<file path="src/rtl/flash_cmd_pkg.sv">
package flash_cmd_pkg;

    localparam int KEY_W = 11;
    localparam int CMD_W = 8;

    localparam logic [KEY_W-1:0] A_KEY_A = 11'h555;
    localparam logic [KEY_W-1:0] A_KEY_B = 11'h2AA;
    localparam logic [KEY_W-1:0] A_QUERY = 11'h055;

    localparam logic [CMD_W-1:0] C_KEY_A    = 8'hAA;
    localparam logic [CMD_W-1:0] C_KEY_B    = 8'h55;
    localparam logic [CMD_W-1:0] C_PROG     = 8'hA0;
    localparam logic [CMD_W-1:0] C_DPROG    = 8'h40;
    localparam logic [CMD_W-1:0] C_ERASE    = 8'h80;
    localparam logic [CMD_W-1:0] C_IDENT    = 8'h90;
    localparam logic [CMD_W-1:0] C_PROT     = 8'h60;
    localparam logic [CMD_W-1:0] C_QUERY    = 8'h98;
    localparam logic [CMD_W-1:0] C_BLK_RES  = 8'h30;
    localparam logic [CMD_W-1:0] C_BANK     = 8'h10;
    localparam logic [CMD_W-1:0] C_SUSPEND  = 8'hB0;
    localparam logic [CMD_W-1:0] C_RESET    = 8'hF0;

    localparam int GO_N      = 7;
    localparam int GO_PROG   = 0;
    localparam int GO_DPROG  = 1;
    localparam int GO_BLK    = 2;
    localparam int GO_BANK   = 3;
    localparam int GO_PROT   = 4;
    localparam int GO_SUSP   = 5;
    localparam int GO_RESUME = 6;

    typedef enum logic [1:0] {
        RM_ARRAY = 2'd0,
        RM_IDENT = 2'd1,
        RM_QUERY = 2'd2
    } rd_mode_e;

    typedef enum logic [3:0] {
        ST_IDLE  = 4'd0,
        ST_KEY1  = 4'd1,
        ST_KEY2  = 4'd2,
        ST_PROG  = 4'd3,
        ST_DW1   = 4'd4,
        ST_DW2   = 4'd5,
        ST_EKEY0 = 4'd6,
        ST_EKEY1 = 4'd7,
        ST_ECONF = 4'd8,
        ST_PROT  = 4'd9
    } seq_st_e;

endpackage

</file>
<file path="src/rtl/flash_cmd_match.sv">
module flash_cmd_match
    import flash_cmd_pkg::*;
(
    input  logic [KEY_W-1:0] addr_lo,
    input  logic [CMD_W-1:0] data_lo,
    output logic             key_a,
    output logic             key_b,
    output logic             query
);

    always_comb begin
        key_a = (addr_lo == A_KEY_A) && (data_lo == C_KEY_A);
        key_b = (addr_lo == A_KEY_B) && (data_lo == C_KEY_B);
        query = (addr_lo == A_QUERY) && (data_lo == C_QUERY);
    end

endmodule

</file>
<file path="src/rtl/flash_cmd_seq.sv">
module flash_cmd_seq
    import flash_cmd_pkg::*;
#(
    parameter int ADDR_W = 21,
    parameter int DATA_W = 16
) (
    input  logic              clk,
    input  logic              rst_n,
    input  logic              wr_en,
    input  logic [ADDR_W-1:0] wr_addr,
    input  logic [DATA_W-1:0] wr_data,
    input  logic              key_a,
    input  logic              key_b,
    input  logic              query,
    input  logic              pec_busy,
    input  logic              erase_busy,
    output rd_mode_e          mode,
    output logic [GO_N-1:0]   go,
    output logic [ADDR_W-1:0] a0,
    output logic [DATA_W-1:0] d0,
    output logic [ADDR_W-1:0] a1,
    output logic [DATA_W-1:0] d1
);

    typedef struct packed {
        seq_st_e           st;
        rd_mode_e          mode;
        logic              susp;
        logic [GO_N-1:0]   go;
        logic [ADDR_W-1:0] a0;
        logic [DATA_W-1:0] d0;
        logic [ADDR_W-1:0] a1;
        logic [DATA_W-1:0] d1;
    } seq_t;

    seq_t       s_q, s_d;
    logic       bad_d;
    logic [CMD_W-1:0] cmd;

    assign cmd = wr_data[CMD_W-1:0];

    always_comb begin
        s_d    = s_q;
        s_d.go = '0;
        bad_d  = 1'b0;
        if (wr_en) begin
            if (s_q.mode == RM_QUERY) begin
                if (cmd == C_RESET) begin
                    s_d.mode = RM_ARRAY;
                    s_d.st   = ST_IDLE;
                end
            end else begin
                unique case (s_q.st)
                    ST_IDLE: begin
                        if (key_a) begin
                            s_d.st = ST_KEY1;
                        end else if (cmd == C_RESET) begin
                            s_d.mode = RM_ARRAY;
                        end else if (query) begin
                            s_d.mode = RM_QUERY;
                        end else if (cmd == C_SUSPEND && erase_busy && !s_q.susp) begin
                            s_d.go[GO_SUSP] = 1'b1;
                            s_d.susp        = 1'b1;
                        end else if (cmd == C_BLK_RES && s_q.susp) begin
                            s_d.go[GO_RESUME] = 1'b1;
                            s_d.susp          = 1'b0;
                        end else begin
                            bad_d = 1'b1;
                        end
                    end
                    ST_KEY1: begin
                        if (key_b) s_d.st = ST_KEY2;
                        else       bad_d  = 1'b1;
                    end
                    ST_KEY2: begin
                        s_d.st = ST_IDLE;
                        if (cmd == C_RESET) begin
                            s_d.mode = RM_ARRAY;
                        end else if (cmd == C_IDENT) begin
                            s_d.mode = RM_IDENT;
                        end else if (pec_busy) begin
                            bad_d = 1'b1;
                        end else if (cmd == C_PROG) begin
                            s_d.st = ST_PROG;
                        end else if (cmd == C_DPROG) begin
                            s_d.st = ST_DW1;
                        end else if (cmd == C_ERASE) begin
                            s_d.st = ST_EKEY0;
                        end else if (cmd == C_PROT) begin
                            s_d.st = ST_PROT;
                        end else begin
                            bad_d = 1'b1;
                        end
                    end
                    ST_PROG, ST_PROT: begin
                        s_d.a0   = wr_addr;
                        s_d.d0   = wr_data;
                        s_d.st   = ST_IDLE;
                        s_d.mode = RM_ARRAY;
                        if (s_q.st == ST_PROG) s_d.go[GO_PROG] = 1'b1;
                        else                   s_d.go[GO_PROT] = 1'b1;
                    end
                    ST_DW1: begin
                        s_d.a0 = wr_addr;
                        s_d.d0 = wr_data;
                        s_d.st = ST_DW2;
                    end
                    ST_DW2: begin
                        s_d.a1           = wr_addr;
                        s_d.d1           = wr_data;
                        s_d.st           = ST_IDLE;
                        s_d.mode         = RM_ARRAY;
                        s_d.go[GO_DPROG] = 1'b1;
                    end
                    ST_EKEY0: begin
                        if (key_a) s_d.st = ST_EKEY1;
                        else       bad_d  = 1'b1;
                    end
                    ST_EKEY1: begin
                        if (key_b) s_d.st = ST_ECONF;
                        else       bad_d  = 1'b1;
                    end
                    ST_ECONF: begin
                        if (cmd == C_BLK_RES || cmd == C_BANK) begin
                            s_d.a0   = wr_addr;
                            s_d.d0   = wr_data;
                            s_d.st   = ST_IDLE;
                            s_d.mode = RM_ARRAY;
                            if (cmd == C_BLK_RES) s_d.go[GO_BLK]  = 1'b1;
                            else                  s_d.go[GO_BANK] = 1'b1;
                        end else begin
                            bad_d = 1'b1;
                        end
                    end
                    default: bad_d = 1'b1;
                endcase
                if (bad_d) begin
                    s_d.st   = ST_IDLE;
                    s_d.mode = RM_ARRAY;
                end
            end
        end
    end

    always_ff @(posedge clk) begin
        if (!rst_n) s_q <= '0;
        else        s_q <= s_d;
    end

    assign mode = s_q.mode;
    assign go   = s_q.go;
    assign a0   = s_q.a0;
    assign d0   = s_q.d0;
    assign a1   = s_q.a1;
    assign d1   = s_q.d1;

endmodule

</file>
<file path="src/rtl/flash_cmd_decoder.sv">
module flash_cmd_decoder
    import flash_cmd_pkg::*;
#(
    parameter int ADDR_W = 21,
    parameter int DATA_W = 16
) (
    input  logic              clk,
    input  logic              rst_n,
    input  logic              wr_en,
    input  logic [ADDR_W-1:0] wr_addr,
    input  logic [DATA_W-1:0] wr_data,
    input  logic              pec_busy,
    input  logic              erase_busy,
    output logic [1:0]        read_mode,
    output logic              prog_go,
    output logic              dprog_go,
    output logic              blk_erase_go,
    output logic              bank_erase_go,
    output logic              prot_go,
    output logic              susp_go,
    output logic              resume_go,
    output logic [ADDR_W-1:0] op_addr0,
    output logic [DATA_W-1:0] op_data0,
    output logic [ADDR_W-1:0] op_addr1,
    output logic [DATA_W-1:0] op_data1
);

    logic            key_a, key_b, query;
    rd_mode_e        mode;
    logic [GO_N-1:0] go;

    flash_cmd_match u_match (
        .addr_lo (wr_addr[KEY_W-1:0]),
        .data_lo (wr_data[CMD_W-1:0]),
        .key_a   (key_a),
        .key_b   (key_b),
        .query   (query)
    );

    flash_cmd_seq #(
        .ADDR_W (ADDR_W),
        .DATA_W (DATA_W)
    ) u_seq (
        .clk        (clk),
        .rst_n      (rst_n),
        .wr_en      (wr_en),
        .wr_addr    (wr_addr),
        .wr_data    (wr_data),
        .key_a      (key_a),
        .key_b      (key_b),
        .query      (query),
        .pec_busy   (pec_busy),
        .erase_busy (erase_busy),
        .mode       (mode),
        .go         (go),
        .a0         (op_addr0),
        .d0         (op_data0),
        .a1         (op_addr1),
        .d1         (op_data1)
    );

    assign read_mode     = mode;
    assign prog_go       = go[GO_PROG];
    assign dprog_go      = go[GO_DPROG];
    assign blk_erase_go  = go[GO_BLK];
    assign bank_erase_go = go[GO_BANK];
    assign prot_go       = go[GO_PROT];
    assign susp_go       = go[GO_SUSP];
    assign resume_go     = go[GO_RESUME];

endmodule

</file>
<file path="config.mk">
export PLATFORM = sky130hd
export DESIGN_NAME = flash_cmd_decoder
export DESIGN_NICKNAME = d
export VERILOG_FILES = /design/src/rtl/flash_cmd_pkg.sv /design/src/rtl/flash_cmd_match.sv /design/src/rtl/flash_cmd_seq.sv /design/src/rtl/flash_cmd_decoder.sv
export SDC_FILE = /design/constraint.sdc
export NUM_CORES = 1
export LEC_CHECK = 0
export ABC_AREA = 1
export BUFFER_PORTS_ARGS = -buffer_cell sky130_fd_sc_hd__buf_2
export CAP_MARGIN = 20
export CORE_ASPECT_RATIO = 2
export CORE_MARGIN = 2
export CORE_UTILIZATION = 42
export CTS_CLUSTER_DIAMETER = 120
export DETAILED_ROUTE_END_ITERATION = 6
export PLACE_DENSITY = 0.67
export SETUP_SLACK_MARGIN = 0.05
export SYNTH_ARGS = -nofsm -noshare
export SYNTH_HDL_FRONTEND = slang
export SYNTH_SLANG_ARGS = --single-unit
</file>
<file path="constraint.sdc">
create_clock -name clk -period 4.1 [get_ports clk]
set_clock_uncertainty 0.15 [all_clocks]
set_input_delay 0.205 -clock clk [delete_from_list [all_inputs] [get_ports clk]]
set_output_delay 0.205 -clock clk [all_outputs]
set_load 0.03 [all_outputs]
</file>
* Word-level counts from Yosys, hierarchy flattened *
Cells that the tools add are included.

operators by class
  eq/ne operators = 35
  muxes and demuxes = 53
  bitwise operators = 10
  reduce and logical (&&, ||, !) cells = 28

operators by type and width
  operator              count
  $pmux 37 s2           1
  $eq 8x8->1 const B    7
  $mux 4                11
  $mux 37               1
  $pmux 4 s8            1
  $mux 1                25
  $eq 8x7->1 const B    3
  $mux 6                4
  $ne 4x2->1 const B    6
  $eq 4x3->1 const B    4
  $reduce_and 7->1      2
  $eq 11x10->1 const B  1
  $eq 11x11->1 const B  1
  $eq 11x7->1 const B   1
  $mux 2                5
  $not 1->1             10
  $reduce_bool 10->1    1
  $reduce_or 3->1       3
  $eq 4x2->1 const B    2
  $eq 4x4->1 const B    2
  $eq 8x5->1 const B    1
  $eq 8x6->1 const B    1
  $ne 4x1->1 const B    2
  $pmux 2 s4            1
  other kinds (21)      30

word-level totals
  register bits = 88
  input bits = 42
  output and inout bits = 83
  logic and storage cells = 138

* Depth between registers and ports, before layout *
Gate-level depths: netlist of the first run.

  word-level depth = 13
  depth in mapped cells = 14
  depth with buffers taken out = 13

* Modules after synthesis *
A second synthesis of the first run with hierarchy kept.

second synthesis, totals
  cell total of the unflattened synthesis = 622
  area, all modules = 4470.5 sq um

by module, submodules not included
  module           instances  cells an instance  area each (sq um)  sequential area each (sq um)
  flash_cmd_seq    1          573                4275.4             1761.7
  flash_cmd_match  1          49                 195.2              0.0

* Worst setup path before layout of the first run *
No wires, ideal clock.

  kind = reg2reg
  start point = reg u_seq.s_q[84] (netlist bit)
  end point = reg u_seq.s_q[81] (netlist bit)
  setup time = 0.070 ns
  data arrival time = 1.363 ns
  required time = 3.880 ns
  setup slack = 2.517 ns
  stages on the path, launching flop included = 9
  buffers on the path = 0
  period minus slack after synthesis = 1.583 ns
  cells stage by stage = dfxtp_1 > nor2_1 > inv_2 > nor2_2 > inv_1 > nor2_2 > nand2_1 > or3_1 > a21oi_1

on the way
  word-level cells in the longest chain between the ends = 2

RTL lines
  item                               RTL line              RTL
  start, declared                    flash_cmd_seq.sv:36   seq_t s_q, s_d;
  start signal, assigned             flash_cmd_seq.sv:146  if (!rst_n) s_q <= '0;
  start signal, assigned             flash_cmd_seq.sv:147  else s_q <= s_d;
  $logic_not 4->1                    flash_cmd_seq.sv:53   unique case (s_q.st)
  $reduce_and 7->1 (no source line)  -

No other way between the ends.
A chain may end at the register's enable or synchronous reset.

* Worst setup path after layout of the first run *
  start point = in wr_data[2]
  end point = reg u_seq.s_q, in the netlist u_seq.d0[3]

on the way
  word-level cells in the longest chain between the ends = 4
  elaborated cells between the ends (all ways) = 5
  those cells by class = eq/ne: 3; reduce/logical: 2

RTL lines
  item                                      RTL line                 RTL
  start, declared                           flash_cmd_decoder.sv:11  input logic [DATA_W-1:0] wr_data,
  $eq 8x6->1 or $eq 8x5->1 (tied branches)  flash_cmd_seq.sv:124     if (cmd == C_BLK_RES || cmd == C_BANK) begin
  $logic_or 1x1->1 *                        flash_cmd_seq.sv:124
  $ne 2x1->1 (no source line) *             -
  $reduce_and 4->1 (no source line) *       -

Every way passes the cells marked *; elsewhere a longest branch is shown, timed or not.

==> results by group, run 1 <==
Status
  • Status: complete, no violations

Finish
  • Commonest cells after routing, fill and taps aside: nor2_1, buf_2, dfxtp_1, o21ai_0, nand2_1
  • N_diodes: 0
  • Fin util: 0.4919
  • Layout Nets: 697
  • Share of layout cells above drive strength 1: 0.2803
  • Syn-to-layout area delta: 14.23%
  • Leading cell type in the layout, fill and taps excluded: nor2_1
  • Final Non-Filler Cells: 795

Placement
  • Dpl ws: 1.548 ns
  • Inst Count DP: 759
  • Hpwl dp: 8564 microns
  • Port bufs: 124
  • RD Place Congestion: 0.8773

Detailed routing
  • Remaining antenna violation count: 0
  • DRT iter0 DRCs: 172
  • # DRC: 0
  • Vias: 3,885
  • DRT Pass-1 Iters: 4
  • Post-DR wirelength/cell: 14.54 microns
  • Total Wirelength: 11,560 microns
  • Number of vias per cell: 4.887

STA
  • Final setup viols: 0
  • Fin crit share: 0.6754
  • Max_slew headroom: 0.4726
  • TNS Setup: 0 ns
  • F_max: 361.1 MHz
  • Fin crit period: 2.769 ns
  • Worst-Margin Slew: 0.7910 ns
  • Unrepaired setup endpoints after global routing: false
  • Final WS setup: 1.331 ns
  • Final Hold Viols: 0
  • Final Max Slew Viols: 0

Synthesis
  • Number of flops mapped to enable cells by yosys: 0
  • Post-synth ARST share: 0
  • Top post-synthesis cells by area: dfxtp_1, buf_4, nor2_1
  • Post-Synth XOR/XNOR Area: 0
  • Top-area cell type share of the netlist area: 0.4031
  • YS warnings: 0
  • Synth Area in Simple Gates: 0.2680
  • Library cells used by synthesis: 28
  • Compound-gate portion of the synthesized area: 0.1366
  • Area share of fa/ha/maj cells after synthesis: 0
  • Post-synthesis sequential area ratio: 0.4031
  • Post-synthesis mux area share: 0
  • Number of synthesized register bits: 88
  • Synthesized instance count: 599
  • Area leader, netlist: dfxtp_1
  • Ys flop type: dfxtp_1
  • Main combinational cell family by area after synthesis: simple AND/OR/NAND/NOR gates
  • Mean Syn Cell Area: 7.296 sq um
  • Syn nets: 641
  • Synth Cell Area: 0.004370 sq mm

Setup path
  • Worst setup SP type: primary input
  • Cells along the critical path: dlygate4sd3_1 -> buf_2 -> nor2_1 -> nand2_2 -> nor2_2 -> nor2_2 -> inv_1 -> nand3_2 -> inv_2 -> o21ai_0 -> a21oi_1
  • Max FO, Critical Path: 52
  • Worst setup EP type: flip-flop
  • Most frequent CP cell: nor2_2
  • Worst Path Required: 4.21 ns
  • Critical path arrival: 2.88 ns
  • Worst path slowest cell: inv_2
  • Largest stage delay, worst path: 0.71 ns
  • Kind of critical path: in -> reg

Power and ir drop
  • Clock power frac: 0.243
  • P_leak: 0.002419 uW
  • Pwr per Cell Area: 668.1 mW/mm^2
  • Total net switching power: 1461 uW
  • Internal: 1875 uW
  • Tot Pwr: 3335 uW
  • Combinational power share: 0.418
  • Sw Share: 0.4380
  • Maximum vdd drop: 0.4551 mV
  • Register share of total power: 0.340

GRT
  • All-Layer GR Usage: 0.2061
  • Initial antenna violation count: 0
  • Gr ovfl total: 0
  • Vias in the first global route: 3,742
  • Largest net degree at the start of global routing: 53
  • First-pass GRT wire length: 18,290 microns

CTS
  • Max clock buf depth: 2
  • Clock sinks: 88
  • TritonCTS Buffers: 9
  • H-tree depth: 3
  • Worst-path clk slew: 0.07 ns
  • # Post-CTS Setup Buffers: 0
  • Clock Tree Root: clkbuf_16
  • CTS tree: yes
  • Clock latency on the worst-skew pair: 0.34 ns

Die
  • IO Pins: 125
  • Core Region: 0.01015 sq mm
  • Die height: 148.3 microns
  • Area of the die: 0.01129 sq mm
  • Chip Width: 76.13 microns
  • Standard-cell rows: 52
  • Initial Util: 0.4306

Run
  • Max-cap viol count: 0

Min path
  • Worst hold path class: in -> reg
## registers in the layout (all words and copies together) (netlist names)
| signal | count |
|---|---|
| u_seq.a0 | 21 |
| u_seq.a1 | 21 |
| u_seq.d0 | 16 |
| u_seq.d1 | 16 |
| u_seq.go | 7 |
| u_seq.s_q | 5 |
| u_seq.mode | 2 |
## metal layers
| metal | GRT usage | vias to the layer above | wire length (microns) |
|---|---|---|---|
| li1 | - | 1967 | - |
| met1 | 0.2054 | 1779 | 4359 |
| met2 | 0.3942 | 107 | 6240 |
| met3 | 0.03519 | 32 | 454 |
| met4 | 0.1218 | 0 | 501 |
| met5 | 0 | - | 0 |
## critical path: cells and delay by family
| kind | cells | cell delay, ns |
|---|---|---|
| compound gates | 2 | 0.34 |
| buf+inv | 4 | 1.47 |
| simple gates | 5 | 0.83 |
## logic make-up (layout without fill, tap and decap cells)
logic type | Yosys count | count (layout)
DFF | 88 | 88
buffers and inverters | 142 | 203
AOI/OAI and AO/OA | 117 | 117
and+or+nand+nor | 252 | 252
## final timing paths
kind,endpoint,depth (start not counted),start,slack [ns]
worst min register to register,u_seq.a0[19],2,u_seq.a0[19],0.34
worst max register to register,u_seq.d0[3],8,u_seq.s_q[85],1.56
worst min-delay path,u_seq.go[3],2,wr_data[5],0.02
worst max-delay path,u_seq.d0[3],11,wr_data[2],1.33
## synth_stat cells (all sizes together), types with 2 or more instances
cell type,count
nand3b,2
nand2,57
nand3,30
clkbuf,12
nand4,8
dfxtp,88
buf,89
o21ai,75
a21oi,39
nor2,145
inv,40
nor3,9
o31ai,2
## metrics by stage
stage | hold WS (ns) | instance area, sq um
after detailed placement | 0.2981 | 4493
after global placement | 0.2956 | 4493
after CTS | 0.01076 | 4992
after global routing | 0.03215 | 4992
final | 0.01665 | 4992
after floorplan | 0.1335 | 4370
## power groups by stage
stage	Combinational [uW]	Clock, uW	Sequential (uW)
floorplan	1260	0	1120
global placement	1350	0	1150
detailed placement	1380	0	1150
CTS	1400	828	1130
global route	1520	868	1160
finish	1390	810	1130
## cell type report
class                   count  area, sq um
clock buffers               9        225.2
clock inverters             7        73.82
fillers                  1015         5157
inverters                  41        153.9
multi-input cells         369         1773
flip-flops and latches     88         1762
well taps                 135        168.9
repair buffers            146        835.8
## what timing repair did
item                                   CTS  global route
resized for setup                        0             0
setup endpoints to repair                0             0
endpoints found under the hold margin   32             0
hold buffers                            20             0
Power figures use the tool's default switching activity.
==> run 2, diff against run 1 <==
==> constraint.sdc (replaced) <==
create_clock -name clk -period 2.8 [get_ports clk]
set_clock_uncertainty 0.15 [all_clocks]
set_input_delay 0.14 -clock clk [delete_from_list [all_inputs] [get_ports clk]]
set_output_delay 0.14 -clock clk [all_outputs]
set_load 0.03 [all_outputs]
==> run 2 against run 1 <==
Critical path depth decreased by 1. First-iteration DRC count decreased by 5.8%. Wire length rose by 2.4%. Sequential share of layout area down 1.2 points. Register-to-register slack worse by 0.76 ns. Non-clock buffer count is 18 higher. Global-route usage rose by 0.80 points. Die area stayed put. Sequential power grew 46%. Critical endpoint is now u_seq.s_q[85].
==> results by group, run 2 (synthesized netlist as in run 1, its figures left out) <==
Setup path
  • Cells along the critical path: dlygate4sd3_1 -> buf_2 -> nor2_1 -> nand2_2 -> nor2_4 -> inv_1 -> a21oi_1 -> nand3_1 -> nand2_1 -> nor2_1
  • Worst Path Required: 2.87 ns
  • R2r startpoint: u_seq.s_q[85]
  • Worst setup EP type: flip-flop
  • Worst path slowest cell: a21oi_1
  • Worst setup SP type: primary input
  • R2r endpoint: u_seq.a0[6]
  • End point of the critical path: u_seq.s_q[85]
  • CP Depth: 10
  • Worst path bufs/invs: 3
  • Largest stage delay, worst path: 0.64 ns
  • Most frequent CP cell: nor2_1
  • Worst R2R Path Depth: 9
  • Kind of critical path: in -> reg
  • Worst Setup SP: wr_data[2]
  • Reg2reg setup slack: 0.80 ns
  • CP delay by family, top: buffers and inverters
  • Max FO, Critical Path: 12
  • Critical path arrival: 2.28 ns

Die
  • Standard-cell rows: 52
  • IO Pins: 125
  • Area of the die: 0.01129 sq mm
  • Core Region: 0.01015 sq mm
  • Die height: 148.3 microns
  • Initial Util: 0.4306
  • Chip Width: 76.13 microns

Finish
  • Syn-to-layout area delta: 18.29%
  • Final Non-Filler Cells: 813
  • Commonest cells after routing, fill and taps aside: nor2_1, buf_2, dfxtp_1, o21ai_0, nand2_1
  • Fin util: 0.5094
  • Share of layout cells above drive strength 1: 0.2788
  • FF+latch area: 0.001762 sq mm
  • N_diodes: 0
  • Leading cell type in the layout, fill and taps excluded: nor2_1
  • Fill count: 1,040
  • Layout Nets: 715
  • Area of the multi-input gates: 0.001773 sq mm

Status
  • Status: complete, no violations

STA
  • Final WS setup: 0.5916 ns
  • TNS Setup: 0 ns
  • Max_slew headroom: 0.4541
  • Unrepaired setup endpoints after global routing: false
  • F_max: 452.8 MHz
  • Fin crit period: 2.208 ns
  • Worst-Margin Slew: 0.8188 ns
  • Final Hold Viols: 0
  • Fin crit share: 0.7887
  • Final Max Slew Viols: 0
  • Final setup viols: 0

Min path
  • Worst hold path class: in -> reg
  • Hold wc startpoint: wr_data[0]

CTS
  • Clock sinks: 88
  • # Post-CTS Setup Buffers: 0
  • TritonCTS Buffers: 9
  • Clock latency on the worst-skew pair: 0.33 ns
  • CTS tree: yes
  • Clock Tree Root: clkbuf_16
  • Max clock buf depth: 2
  • Worst-path clk slew: 0.06 ns
  • H-tree depth: 3

Detailed routing
  • Post-DR wirelength/cell: 14.56 microns
  • DRT iter0 DRCs: 162
  • Remaining antenna violation count: 0
  • # DRC: 0
  • DRT Pass-1 Iters: 5
  • Vias: 3,989
  • Number of vias per cell: 4.907
  • Total Wirelength: 11,830 microns

Placement
  • Hpwl dp: 8832 microns
  • RD Place Congestion: 0.8849
  • Inst Count DP: 763
  • Port bufs: 124
  • Dpl ws: 0.7787 ns

GRT
  • Largest net degree at the start of global routing: 63
  • First-pass GRT wire length: 19,220 microns
  • Initial antenna violation count: 0
  • Gr ovfl total: 0
  • Vias in the first global route: 3,945
  • All-Layer GR Usage: 0.2141

Power and ir drop
  • Maximum vdd drop: 0.4886 mV
  • P_leak: 0.002496 uW
  • Pwr per Cell Area: 960.1 mW/mm^2

Run
  • Max-cap viol count: 0
## run 2: cell count changes in the layout (fill, tap and decap cells not counted)
cell / previous run / this run
bufinv_16: 0 / 1
clkbuf_8: 0 / 1
clkinv_2: 0 / 1
clkinv_8: 1 / 0
clkinv_4: 3 / 1
dlygate4sd3_1: 20 / 34
clkinvlp_4: 0 / 2
inv_8: 2 / 0
buf_4: 2 / 6
## run 2: worst min path at each step
stage,to,cells past startpoint
after CTS,u_seq.d1[0],3
final,u_seq.d1[0],3
after global placement,u_seq.d1[11],3
after global routing,u_seq.d1[0],3
after floorplan,u_seq.go[3],1
after detailed placement,u_seq.d1[11],3
## run 2: metal layers
layer	share of wire	wire length (microns)	vias up	global-route usage
met5	0	0	-	0
met2	0.55	6552	142	0.4107
met1	0.36	4246	1816	0.2126
met3	0.040	479	30	0.04248
met4	0.047	554	0	0.1173
li1	-	-	2001	-
## run 2: layout make-up
cell class                 count  area share
sequential                    88      0.3408
tap                          135     0.03267
timing repair buffer         164      0.1946
inverter                      41     0.02977
clock inverter                 6     0.01307
clock buffer                  10     0.04622
multi-input combinational    369      0.3429
## run 2: power by group
group	internal [uW]	leakage, uW	switching [uW]
registers	1510	0.000713	148
logic	641	0.00164	1440
clock network	719	0.000145	509
total	2870	0.00250	2100
## run 2: worst reg2reg max path: stages, from the launching register on
cell and delay (ns):
dfxtp_1 0.40, inv_2 0.09, nor2_2 0.17, nand2_1 0.09, nand3_1 0.14, nand3_2 0.11, inv_2 0.35, buf_4 0.29
nor2_1 0.06, nor2_1 0.10
## run 2: timing repair
item | in CTS | in global routing
hold endpoints to repair | 62 | 0
hold buffers | 34 | 0
endpoints found under the setup margin | 0 | 0
gates resized for setup | 0 | 0
## run 2: through the flow
step                      total power (uW)  hold slack (ns)  cell area [sq um]
after floorplan                       3488          0.06852               4370
after global placement                3703           0.2321               4523
after detailed placement              3729           0.2310               4523
after CTS                             4998         0.001020               5170
after global routing                  5292          0.02163               5170
final                                 4964          0.01199               5170
